**src/rtl/bufpwm_pkg.sv**
```systemverilog
package bufpwm_pkg;

    typedef enum logic {
        BUF_IDLE    = 1'b0,
        BUF_PENDING = 1'b1
    } buf_state_t;

    localparam logic [1:0] ADDR_CMP  = 2'd0;
    localparam logic [1:0] ADDR_TOP  = 2'd1;
    localparam logic [1:0] ADDR_FLAG = 2'd2;

    localparam logic [1:0] MODE_OFF    = 2'b00;
    localparam logic [1:0] MODE_OFF_B  = 2'b01;
    localparam logic [1:0] MODE_NONINV = 2'b10;
    localparam logic [1:0] MODE_INV    = 2'b11;

    localparam int FLAG_OVF_BIT = 0;
    localparam int FLAG_CMP_BIT = 1;

endpackage

```
**src/rtl/bufpwm_counter.sv**
```systemverilog
module bufpwm_counter #(
    parameter int W = 8
) (
    input  logic         clk,
    input  logic         rst_n,
    input  logic         tick,
    input  logic [W-1:0] top,
    output logic [W-1:0] cnt,
    output logic         wrap
);
    logic [W-1:0] cnt_q;

    assign wrap = tick && (cnt_q >= top);
    assign cnt  = cnt_q;

    always_ff @(posedge clk or negedge rst_n) begin
        if (!rst_n)
            cnt_q <= '0;
        else if (wrap)
            cnt_q <= '0;
        else if (tick)
            cnt_q <= cnt_q + 1'b1;
    end

    // wrap returns to zero
    a_r2_wrap_to_zero: assert property (@(posedge clk) disable iff (!rst_n)
        wrap |=> (cnt == '0));

    // no tick, no movement
    a_r2_hold: assert property (@(posedge clk) disable iff (!rst_n)
        !tick |=> $stable(cnt));

endmodule

```
**src/rtl/bufpwm_cmpbuf.sv**
```systemverilog
module bufpwm_cmpbuf
    import bufpwm_pkg::*;
#(
    parameter int W = 8
) (
    input  logic         clk,
    input  logic         rst_n,
    input  logic         wr_cmp,
    input  logic [W-1:0] wr_data,
    input  logic         wrap,
    output logic [W-1:0] hold_val,
    output logic [W-1:0] act_val
);
    buf_state_t   state_q, state_d;
    logic [W-1:0] hold_q, act_q;
    logic         load;

    always_comb begin
        state_d = state_q;
        unique case (state_q)
            BUF_IDLE:    if (wr_cmp)          state_d = BUF_PENDING;
            BUF_PENDING: if (wrap && !wr_cmp) state_d = BUF_IDLE;
            default:                          state_d = BUF_IDLE;
        endcase
    end

    always_ff @(posedge clk or negedge rst_n) begin
        if (!rst_n) state_q <= BUF_IDLE;
        else        state_q <= state_d;
    end

    assign load = (state_q == BUF_PENDING) && wrap;

    always_ff @(posedge clk or negedge rst_n) begin
        if (!rst_n) begin
            hold_q <= '0;
            act_q  <= '0;
        end else begin
            if (wr_cmp) hold_q <= wr_data;
            if (load)   act_q  <= hold_q;
        end
    end

    assign hold_val = hold_q;
    assign act_val  = act_q;

    // written value visible in holding register next cycle
    a_r4_readback: assert property (@(posedge clk) disable iff (!rst_n)
        wr_cmp |=> (hold_val == $past(wr_data)));

    // active value moves only at a wrap
    a_r5_only_on_wrap: assert property (@(posedge clk) disable iff (!rst_n)
        !wrap |=> $stable(act_val));

    // pending value taken at wrap
    a_r5_loaded: assert property (@(posedge clk) disable iff (!rst_n)
        load |=> (act_val == $past(hold_val)));

endmodule

```
**src/rtl/bufpwm_outgen.sv**
```systemverilog
module bufpwm_outgen
    import bufpwm_pkg::*;
#(
    parameter int W = 8
) (
    input  logic [1:0]   mode,
    input  logic [W-1:0] cnt,
    input  logic [W-1:0] act,
    input  logic [W-1:0] top,
    output logic         pwm
);
    logic base;

    always_comb begin
        if (act == '0)
            base = 1'b0;
        else if (act >= top)
            base = 1'b1;
        else
            base = (cnt < act);
    end

    always_comb begin
        unique case (mode)
            MODE_NONINV:          pwm = base;
            MODE_INV:             pwm = !base;
            MODE_OFF, MODE_OFF_B: pwm = 1'b0;
            default:              pwm = 1'b0;
        endcase
    end

endmodule

```
**src/rtl/bufpwm_timer.sv**
```systemverilog
module bufpwm_timer
    import bufpwm_pkg::*;
#(
    parameter int W = 8
) (
    input  logic         clk,
    input  logic         rst_n,
    input  logic         cnt_en,
    input  logic [1:0]   mode,
    input  logic         wr_en,
    input  logic [1:0]   wr_addr,
    input  logic [W-1:0] wr_data,
    input  logic [1:0]   rd_addr,
    output logic [W-1:0] rd_data,
    input  logic         ovf_ie,
    input  logic         cmp_ie,
    input  logic         glob_ie,
    output logic         pwm_out,
    output logic         ovf_flag,
    output logic         cmp_flag,
    output logic         irq_ovf,
    output logic         irq_cmp
);
    localparam int FLAG_PAD = W - 2;

    logic [W-1:0] top_q, cnt, hold_val, act_val;
    logic         wrap, match, ovf_q, cmp_q;
    logic         wr_cmp, wr_top, wr_flag;

    assign wr_cmp  = wr_en && (wr_addr == ADDR_CMP);
    assign wr_top  = wr_en && (wr_addr == ADDR_TOP);
    assign wr_flag = wr_en && (wr_addr == ADDR_FLAG);

    bufpwm_counter #(.W(W)) u_cnt (
        .clk(clk), .rst_n(rst_n), .tick(cnt_en), .top(top_q),
        .cnt(cnt), .wrap(wrap)
    );

    bufpwm_cmpbuf #(.W(W)) u_buf (
        .clk(clk), .rst_n(rst_n), .wr_cmp(wr_cmp), .wr_data(wr_data),
        .wrap(wrap), .hold_val(hold_val), .act_val(act_val)
    );

    bufpwm_outgen #(.W(W)) u_out (
        .mode(mode), .cnt(cnt), .act(act_val), .top(top_q), .pwm(pwm_out)
    );

    assign match = cnt_en && (cnt == act_val);

    always_ff @(posedge clk or negedge rst_n) begin
        if (!rst_n) begin
            top_q <= '1;
            ovf_q <= 1'b0;
            cmp_q <= 1'b0;
        end else begin
            if (wr_top) top_q <= wr_data;
            if (wrap)
                ovf_q <= 1'b1;
            else if (wr_flag && wr_data[FLAG_OVF_BIT])
                ovf_q <= 1'b0;
            if (match)
                cmp_q <= 1'b1;
            else if (wr_flag && wr_data[FLAG_CMP_BIT])
                cmp_q <= 1'b0;
        end
    end

    always_comb begin
        unique case (rd_addr)
            ADDR_CMP:  rd_data = hold_val;
            ADDR_TOP:  rd_data = top_q;
            ADDR_FLAG: rd_data = {{FLAG_PAD{1'b0}}, cmp_q, ovf_q};
            default:   rd_data = '0;
        endcase
    end

    assign ovf_flag = ovf_q;
    assign cmp_flag = cmp_q;
    assign irq_ovf  = ovf_q && ovf_ie && glob_ie;
    assign irq_cmp  = cmp_q && cmp_ie && glob_ie;

    // period write lands
    a_r3_top_write: assert property (@(posedge clk) disable iff (!rst_n)
        wr_top |=> (top_q == $past(wr_data)));

    // disconnected modes keep the pin low
    a_r9_off_low: assert property (@(posedge clk) disable iff (!rst_n)
        (mode[1] == 1'b0) |-> !pwm_out);

    // wrap always sets overflow
    a_r10_ovf_set: assert property (@(posedge clk) disable iff (!rst_n)
        wrap |=> ovf_flag);

    // clear without a competing set
    a_r10_ovf_clear: assert property (@(posedge clk) disable iff (!rst_n)
        (wr_flag && wr_data[FLAG_OVF_BIT] && !wrap) |=> !ovf_flag);

    // match sets compare flag
    a_r11_cmp_set: assert property (@(posedge clk) disable iff (!rst_n)
        match |=> cmp_flag);

endmodule

```
**config.mk**
```make
export PLATFORM = sky130hd
export DESIGN_NAME = bufpwm_timer
export DESIGN_NICKNAME = d
export VERILOG_FILES = /design/src/rtl/bufpwm_pkg.sv /design/src/rtl/bufpwm_counter.sv /design/src/rtl/bufpwm_cmpbuf.sv /design/src/rtl/bufpwm_outgen.sv /design/src/rtl/bufpwm_timer.sv
export SDC_FILE = /design/constraint.sdc
export NUM_CORES = 1
export LEC_CHECK = 0
export ABC_AREA = 1
export BUFFER_PORTS_ARGS = -buffer_cell sky130_fd_sc_hd__buf_2
export CORE_MARGIN = 4
export CORE_UTILIZATION = 28
export DETAILED_ROUTE_END_ITERATION = 16
export SLEW_MARGIN = 20
export SYNTH_ARGS = -nofsm -noshare
export SYNTH_HDL_FRONTEND = slang
export SYNTH_SLANG_ARGS = --single-unit
```
**constraint.sdc**
```tcl
create_clock -name clk -period 2.5 [get_ports clk]
set_input_delay 0.75 -clock clk [delete_from_list [all_inputs] [get_ports clk]]
set_output_delay 0.75 -clock clk [all_outputs]
set_load 0.1 [all_outputs]
```
==> reports/metrics.cfg, run 1 <==
[global_route]
grtUsageMet2_pct=19.4
antenna_found_initial=0
grt_pass1_wl_microns=9110
grt_use_total_pct=11.7
grt_max_degree=36
grt_pass1_vias=2022
met3_usage_pct=1.95
gr-total-overflow=0
use_met1_pct=15.5
busiest_layer=met2

[timing]
timing.clock.skew_ns=0.00634
final_hold_viol_count=0
tightestPinTransition_ns=0.789
final.setup.tns_ns=-0.212
fmax_ghz=0.369
slew_violations=0
layout_worst_path_cycle_share_pct=108
whs_ns=0.496
grt_setup_unrepaired=yes
setup_violations=1
min_period_ns=2.71
fin_ws_ns=-0.212
relSlewSlack_pct=47.4

[yosys]
yosysUniqueCellTypes=26
postSynthNetCount=335
synth.cell_area_sq_um=2210
yosysWarnings=0
synthSimpleGateAreaFrac_pct=26.0
synth_cells=289
yosysTopAreaCellShare_pct=30.5
synthMuxAreaShare_pct=0
synth_top_family_by_area=simple AND/OR/NAND/NOR gates
yosysSeqAreaShare_pct=40.0
synthTopCellsByArea=dfrtp_1, nand2_1, ha_1
yosysTopAreaCell=dfrtp_1
synth_xor_area_share_pct=0.791
avgSynthCellArea_sq_um=7.66
post_synth_fa_ha_maj_area_fraction_pct=14.1
synth_compound_area_share_pct=9.72
ys_seq_elements=35

[outcome]
failed_checks=setup timing
run_status=finished, violations left

[worst_setup_path]
path_class=reg -> out
cp_slowest_cell=dfstp_2
worstSetupEndpointType=output port
r2r_slack_ns=0.43
startpoint=top_q[5]
path_cells=inv_2 -> ha_4 -> a21oi_2 -> nor2_1 -> nor3_1 -> nand3_2 -> nand2_2 -> nand2_2 -> nand2_2 -> buf_12
crit_cells=10
arrival_ns=1.96
worstPathRequired_ns=1.75
regToRegStartpoint=top_q[5]
r2r-end=u_buf.act_val[6]
critPathLaunchType=flip-flop
max_stage_delay_ns=0.54
critPathTopFamily=simple AND/OR/NAND/NOR gates
cp_common_cell=nand2_2
cp_max_fo=2
ff2ff_path_depth=9
worstSetupEndpoint=pwm_out
path_buf_inv=2

[die]
core-area_sq_um=7730
std_cell_rows=32
die-width_microns=96.9
pin_count=34
dieArea_sq_um=9400
die_y_microns=96.9
start_util_pct=28.7

[final_layout]
nFillCells=811
drive_gt1_share_pct=27.9
layout_common_cells=nand2_1, inv_1, dfrtp_1
nets=382
instances_no_fill=439
syn2layout_area_growth_pct=32.9
antenna_cells=0
final_common_cell=nand2_1

[placement]
dp_cells=427
portBuffers=33
place.gp.congestion=0.827
hpwl_microns=4000
detailedPlace.worstSlack_ns=0.0707

[power]
p_leak_nw=1.50
ir_worst_vdd_uv=364
powerDensity_nw_per_um2=972

[clock_tree]
hold_buffers=0
h-tree-depth=2
cts.sinks=35
clock_path_buffers=2
cts_tree=done
path_clk_slew_ns=0.07
clkLatencyLatePin_ns=0.29
root_buffer=clkbuf_8
cts_buffers=5

[hold_path]
min_path_type=reg -> reg

[detailed_routing]
wl_per_cell_microns=11.9
vias_per_cell=4.50
ant_nets=0
vias=1977
drc=0
wl_microns=5230
drtIter0Drc=69
drt_first_pass_iters=4

[flow_run]
max-cap-violations=0

## cells in the mapped netlist (all sizes together)
cell    number
nor3         3
o21a         2
a21oi       11
dfrtp       27
clkbuf       2
inv         46
o21ai       26
xnor2        1
nand4        1
buf          3
ha          25
nand2       90
dfstp        8
xor2         1
o211ai       1
nand3       23
nor4         2
or2          1
nor2        16
## power by group
group          internal, mW  switching (mW)
Sequential            0.732           0.161
Combinational         0.582           0.977
Clock                 0.195           0.216
## sequential cells by signal, indices dropped and copies added (netlist names)
| name | cells |
|---|---|
| top_q | 8 |
| u_buf.act_val | 8 |
| u_buf.hold_val | 8 |
| u_cnt.cnt | 8 |
| cmp_flag | 1 |
| ovf_flag | 1 |
| u_buf.state_q | 1 |
## layer usage
layer  part of all wire, %  vias to the layer above
met5                     0                        -
met4                   1.8                        0
met3                   3.0                        9
met2                    47                       33
met1                    48                      919
li1                      -                     1016
## final cells by class
| cell class | instances | area, sq um | share of cell area [%] |
|---|---|---|---|
| Clock buffer | 6 | 72.6 | 2.46 |
| Clock inverter | 2 | 12.5 | 0.425 |
| Inverter | 46 | 185 | 6.29 |
| Multi-Input combinational cell | 203 | 1240 | 42.0 |
| Sequential cell | 35 | 890 | 30.2 |
| Tap cell | 102 | 128 | 4.33 |
| Timing Repair Buffer | 45 | 420 | 14.3 |
## how the worst min path moves through the flow
stage / end / slack (ns) / startpoint / cells after the start
floorplan: cmp_flag / 0.45 / rst_n / 0
global placement: top_q[1] / 0.48 / top_q[1] / 2
detailed placement: top_q[5] / 0.48 / top_q[5] / 2
CTS: top_q[3] / 0.50 / top_q[3] / 2
global route: top_q[2] / 0.52 / top_q[2] / 2
finish: top_q[7] / 0.50 / top_q[7] / 2
## metrics by stage
step | area [sq um] | power [mW] | util, %
floorplan | 2260 | 1.89 | -
global placement | 2740 | 2.30 | 35.5
detailed placement | 2740 | 2.34 | 35.5
CTS | 2930 | 2.84 | 37.9
global route | 2940 | 3.11 | 38.1
finish | 2940 | 2.86 | 38.1
## what timing repair did
action | CTS | global route
pin swaps | 14 | 6
buffers inserted | 3 | 1
setup endpoints to repair | 1 | 1
gates resized for setup | 15 | 5
## worst reg2reg max path, stage by stage (launching register included)
cell     delay (ns)
dfstp_2        0.54
inv_2          0.05
buf_4          0.13
ha_1           0.29
a21oi_1        0.07
o21a_1         0.21
a21oi_2        0.33
buf_4          0.23
nand3_1        0.07
nand2_1        0.08
## logic make-up after synthesis
kind of cell / count (synthesis)
AOI/OAI and AO/OA: 40
xor gates and xnor gates: 2
buffers and inverters: 51
DFF: 35
adders and majority gates: 25
and+or+nand+nor: 136
Note: power is estimated with default switching activity, not from simulation.
==> run 2, diff against run 1 <==
CTS_BUF_LIST = sky130_fd_sc_hd__clkbuf_8   (was unset)
==> run 2 against run 1 <==
The flow still finishes with violations (setup timing). Combinational power is essentially flat. First-iteration DRC count shrank 4.3%. Critical path type unchanged. Count of clock-buffer cells in the layout shrank 1.
==> reports/metrics.cfg, run 2 (synthesis results as in run 1) <==
[detailed_routing]
ant_nets=0
drtIter0Drc=66
vias_per_cell=4.50
wl_per_cell_microns=11.9
vias=1976
wl_microns=5230
drc=0
drt_first_pass_iters=4

[placement]
place.gp.congestion=0.827
hpwl_microns=4000
place_area_sq_um=2740
dp_cells=427
portBuffers=33

[global_route]
grt_pass1_vias=2022
antenna_found_initial=0
grt_max_degree=36
grt_use_total_pct=11.7
gr-total-overflow=0
grt_pass1_wl_microns=9110

[die]
pin_count=34
std_cell_rows=32
die_y_microns=96.9
die-width_microns=96.9
core-area_sq_um=7730
start_util_pct=28.7
dieArea_sq_um=9400

[clock_tree]
hold_buffers=0
clkLatencyLatePin_ns=0.29
cts_tree=done
cts.sinks=35
clock_path_buffers=2
h-tree-depth=2
root_buffer=clkbuf_8
cts_buffers=5
path_clk_slew_ns=0.07

[timing]
final_hold_viol_count=0
fin_ws_ns=-0.212
slew_violations=0
fmax_ghz=0.369
min_period_ns=2.71
grt_setup_unrepaired=yes
tightestPinTransition_ns=0.790
final.setup.tns_ns=-0.212
setup_violations=1
timing.clock.skew_ns=0.00638
relSlewSlack_pct=47.4
layout_worst_path_cycle_share_pct=108

[worst_setup_path]
arrival_ns=1.96
regToRegStartpoint=top_q[5]
r2r_slack_ns=0.43
cp_slowest_cell=dfstp_2
worstSetupEndpointType=output port
path_class=reg -> out
max_stage_delay_ns=0.54
cp_common_cell=nand2_2
cp_max_fo=2
worstPathRequired_ns=1.75
worstSetupEndpoint=pwm_out
r2r-end=u_buf.act_val[6]
critPathLaunchType=flip-flop
ff2ff_path_depth=9
startpoint=top_q[5]
path_cells=inv_2 -> ha_4 -> a21oi_2 -> nor2_1 -> nor3_1 -> nand3_2 -> nand2_2 -> nand2_2 -> nand2_2 -> buf_12

[final_layout]
nets=382
layout_common_cells=nand2_1, inv_1, dfrtp_1
antenna_cells=0
final_common_cell=nand2_1
instances_no_fill=439
syn2layout_area_growth_pct=32.8
drive_gt1_share_pct=27.6
finalInstanceArea_sq_um=2940

[outcome]
failed_checks=setup timing
run_status=finished, violations left

[power]
ir_worst_vdd_uv=364
powerDensity_nw_per_um2=969
p_leak_nw=1.50
power.total_mw=2.85

[flow_run]
max-cap-violations=0

[hold_path]
min_path_type=reg -> reg
min_from=top_q[7]

==> run 2: repair_timing <==
action	in CTS	in global routing
resized for setup	15	4
endpoints found under the setup margin	1	1
cloned	0	0
pin swaps	14	6
buffers inserted	3	1
==> run 2: final cells by class <==
cell class                 instances  area, sq um
fill                             812         4790
multi-input combinational        203         1230
sequential                        35          890
timing repair buffer              45          420
inverter                          46          185
tap                              102          128
clock buffer                       5         68.8
clock inverter                     3         16.3
==> run 2: report_power, final <==
| group | internal [mW] | switching (mW) |
|---|---|---|
| Sequential | 0.732 | 0.161 |
| Clock | 0.191 | 0.216 |
| Combinational | 0.580 | 0.972 |
| Total | 1.50 | 1.35 |
==> run 2: how the worst min path moves through the flow <==
stage | end | slack, ns | cells past startpoint
CTS | top_q[3] | 0.50 | 2
detailed placement | top_q[5] | 0.48 | 2
global placement | top_q[1] | 0.48 | 2
finish | top_q[7] | 0.50 | 2
floorplan | cmp_flag | 0.45 | 0
global route | top_q[2] | 0.52 | 2
==> run 2: worst max-delay path, delay by kind of cell (launching register included) <==
kind	cells	cell delay [ns]
buffers and inverters	2	0.22
AO/OA/AOI/OAI	1	0.12
AND/OR/NAND/NOR	6	0.58
adder cells (fa/ha/maj)	1	0.21
flip-flops	1	0.54
==> run 2: through the flow <==
stage          hold slack (ns)  worst slack, ns  utilization (%)
2_1_floorplan            0.454           -0.658                -
3_3_place_gp             0.480           0.0851             35.5
3_5_place_dp             0.484           0.0707             35.5
4_1_cts                  0.500           -0.202             37.9
5_1_grt                  0.521           -0.318             38.1
6_report                 0.496           -0.212             38.1
==> run 2: metal layers <==
metal	global-route usage, %	vias up	part of all wire [%]
met3	1.95	9	2.9
met4	3.78	0	1.8
met5	0	-	0
met1	15.5	919	48
li1	-	1015	-
met2	19.4	33	47
==> run 3, diff against run 2 <==
CORE_ASPECT_RATIO = 1.4   (was unset)
==> run 3 against run 2 <==
The run still ends with setup timing left. Final area up 3.7%. First-iteration DRC count up 17%. Sequential share of layout area down 1.1 points. Hold slack better by 0.0025 ns. Setup slack better by 0.026 ns. Fmax up 0.95%. Count of clock-buffer cells in the layout unchanged. Die area up 0.22%. Register-to-register slack better by 0.04 ns. Clock skew down 0.0034 ns. Critical path depth up 1. Largest power group unchanged.
==> reports/metrics.cfg, run 3 (synthesis results as in run 1) <==
[final_layout]
drive_gt1_share_pct=31.0
multiInputGateArea_sq_um=1260
layout_common_cells=nand2_1, inv_1, dfrtp_1
nFillCells=791
final_common_cell=nand2_1
antenna_cells=0
final_util_pct=39.3
syn2layout_area_growth_pct=37.7
nets=393
seqCellArea_sq_um=890

[timing]
min_period_ns=2.69
fmax_ghz=0.372
grt_setup_unrepaired=yes
layout_worst_path_cycle_share_pct=107
final_hold_viol_count=0
tightestPinTransition_ns=0.797
relSlewSlack_pct=46.8
timing.clock.skew_ns=0.00296
slew_violations=0
setup_violations=1
fin_ws_ns=-0.186

[detailed_routing]
vias_per_cell=4.45
drt_first_pass_iters=4
wl_per_cell_microns=11.8
drc=0
ant_nets=0
drtIter0Drc=77
wl_microns=5290
vias=1994

[die]
std_cell_rows=38
dieArea_sq_um=9420
pin_count=34
core-area_sq_um=7750
start_util_pct=28.6
die-width_microns=83.2
die_y_microns=113

[worst_setup_path]
regToRegStartpoint=top_q[5]
path_class=reg -> out
r2r-end=u_cnt.cnt[5]
r2r_slack_ns=0.47
worstPathRequired_ns=1.75
cp_max_fo=3
arrival_ns=1.94
critPathLaunchType=flip-flop
worstSetupEndpointType=output port
ff2ff_path_depth=9

[clock_tree]
clkLatencyLatePin_ns=0.29
cts_buffers=5
root_buffer=clkbuf_8
cts_tree=done
clock_path_buffers=2
hold_buffers=0
path_clk_slew_ns=0.08
h-tree-depth=2
cts.sinks=35

[power]
intPower_mw=1.58
ir_worst_vdd_uv=421
powerDensity_nw_per_um2=970
p_sw_mw=1.38
clock_power_share_pct=14.1
p_comb_share_pct=56.1
swShare_pct=46.5
seq_power_share_pct=29.8
power.total_mw=2.96
p_leak_nw=1.56

[global_route]
grt_pass1_wl_microns=9140
grt_use_total_pct=11.8
antenna_found_initial=0
grt_max_degree=36
gr-total-overflow=0
grt_pass1_vias=2022

[outcome]
failed_checks=setup timing
run_status=finished, violations left

[flow_run]
max-cap-violations=0

[hold_path]
min_path_type=reg -> reg
hold_depth=2
hold_path_end=top_q[3]
min_from=top_q[3]

[placement]
place.gp.congestion=0.809
portBuffers=33
hpwl_microns=4060

-- run 3: layer usage --
layer	GRT usage (%)	wire [microns]	vias to the layer above
li1	-	-	1038
met3	1.75	157	9
met5	0	0	-
met1	13.4	2270	913
met2	21.9	2770	34
met4	4.47	93	0
-- run 3: worst max-delay path by stage --
| stage | startpoint | endpoint | slack, ns | depth (start not counted) |
|---|---|---|---|---|
| after detailed placement | top_q[5] | pwm_out | 0.07 | 10 |
| after global placement | rd_addr[0] | rd_data[1] | 0.09 | 6 |
| after floorplan | rd_addr[0] | rd_data[1] | -0.66 | 4 |
| after global routing | u_buf.act_val[7] | pwm_out | -0.29 | 11 |
| after CTS | top_q[5] | pwm_out | -0.20 | 10 |
| final | top_q[7] | pwm_out | -0.19 | 11 |
-- run 3: area by class of cell --
type                            count  share of cell area, %
Timing Repair Buffer               56                   16.5
Tap cell                          100                   4.10
Inverter                           46                   6.07
Multi-Input combinational cell    203                   41.2
Clock inverter                      3                  0.657
Sequential cell                    35                   29.2
Clock buffer                        5                   2.26
-- run 3: metrics by stage --
step / instances / setup slack (ns) / TNS [ns] / hold slack [ns] / area (sq um)
2_1_floorplan: 289 / -0.658 / -3.82 / 0.454 / 2260
3_3_place_gp: 428 / 0.0947 / 0 / 0.480 / 2760
3_5_place_dp: 428 / 0.0719 / 0 / 0.484 / 2760
4_1_cts: 441 / -0.197 / -0.197 / 0.499 / 2990
5_1_grt: 448 / -0.286 / -0.286 / 0.510 / 3050
6_report: 448 / -0.186 / -0.186 / 0.499 / 3050
-- run 3: power by group through the flow --
stage / Clock [mW] / Combinational [mW] / Sequential, mW
CTS: 0.429 / 1.61 / 0.888
detailed placement: 0 / 1.48 / 0.885
global placement: 0 / 1.46 / 0.883
finish: 0.417 / 1.66 / 0.881
floorplan: 0 / 0.916 / 0.971
global route: 0.450 / 1.86 / 0.904
-- run 3: repair_timing --
item	in CTS	in global routing
resized for setup	18	4
cloned	0	0
setup buffers	5	7
endpoints found under the setup margin	1	1
pin swaps	16	6
-- run 3: worst max-delay path, cell delays in order, from the launching register on --
cell,delay [ns]
dfstp_2,0.54
inv_2,0.06
ha_4,0.26
nand2_1,0.07
buf_4,0.14
nor2_2,0.09
nand2_1,0.07
nand3_2,0.08
nand2_1,0.05
nand2_1,0.07
nand2_2,0.06
buf_12,0.16
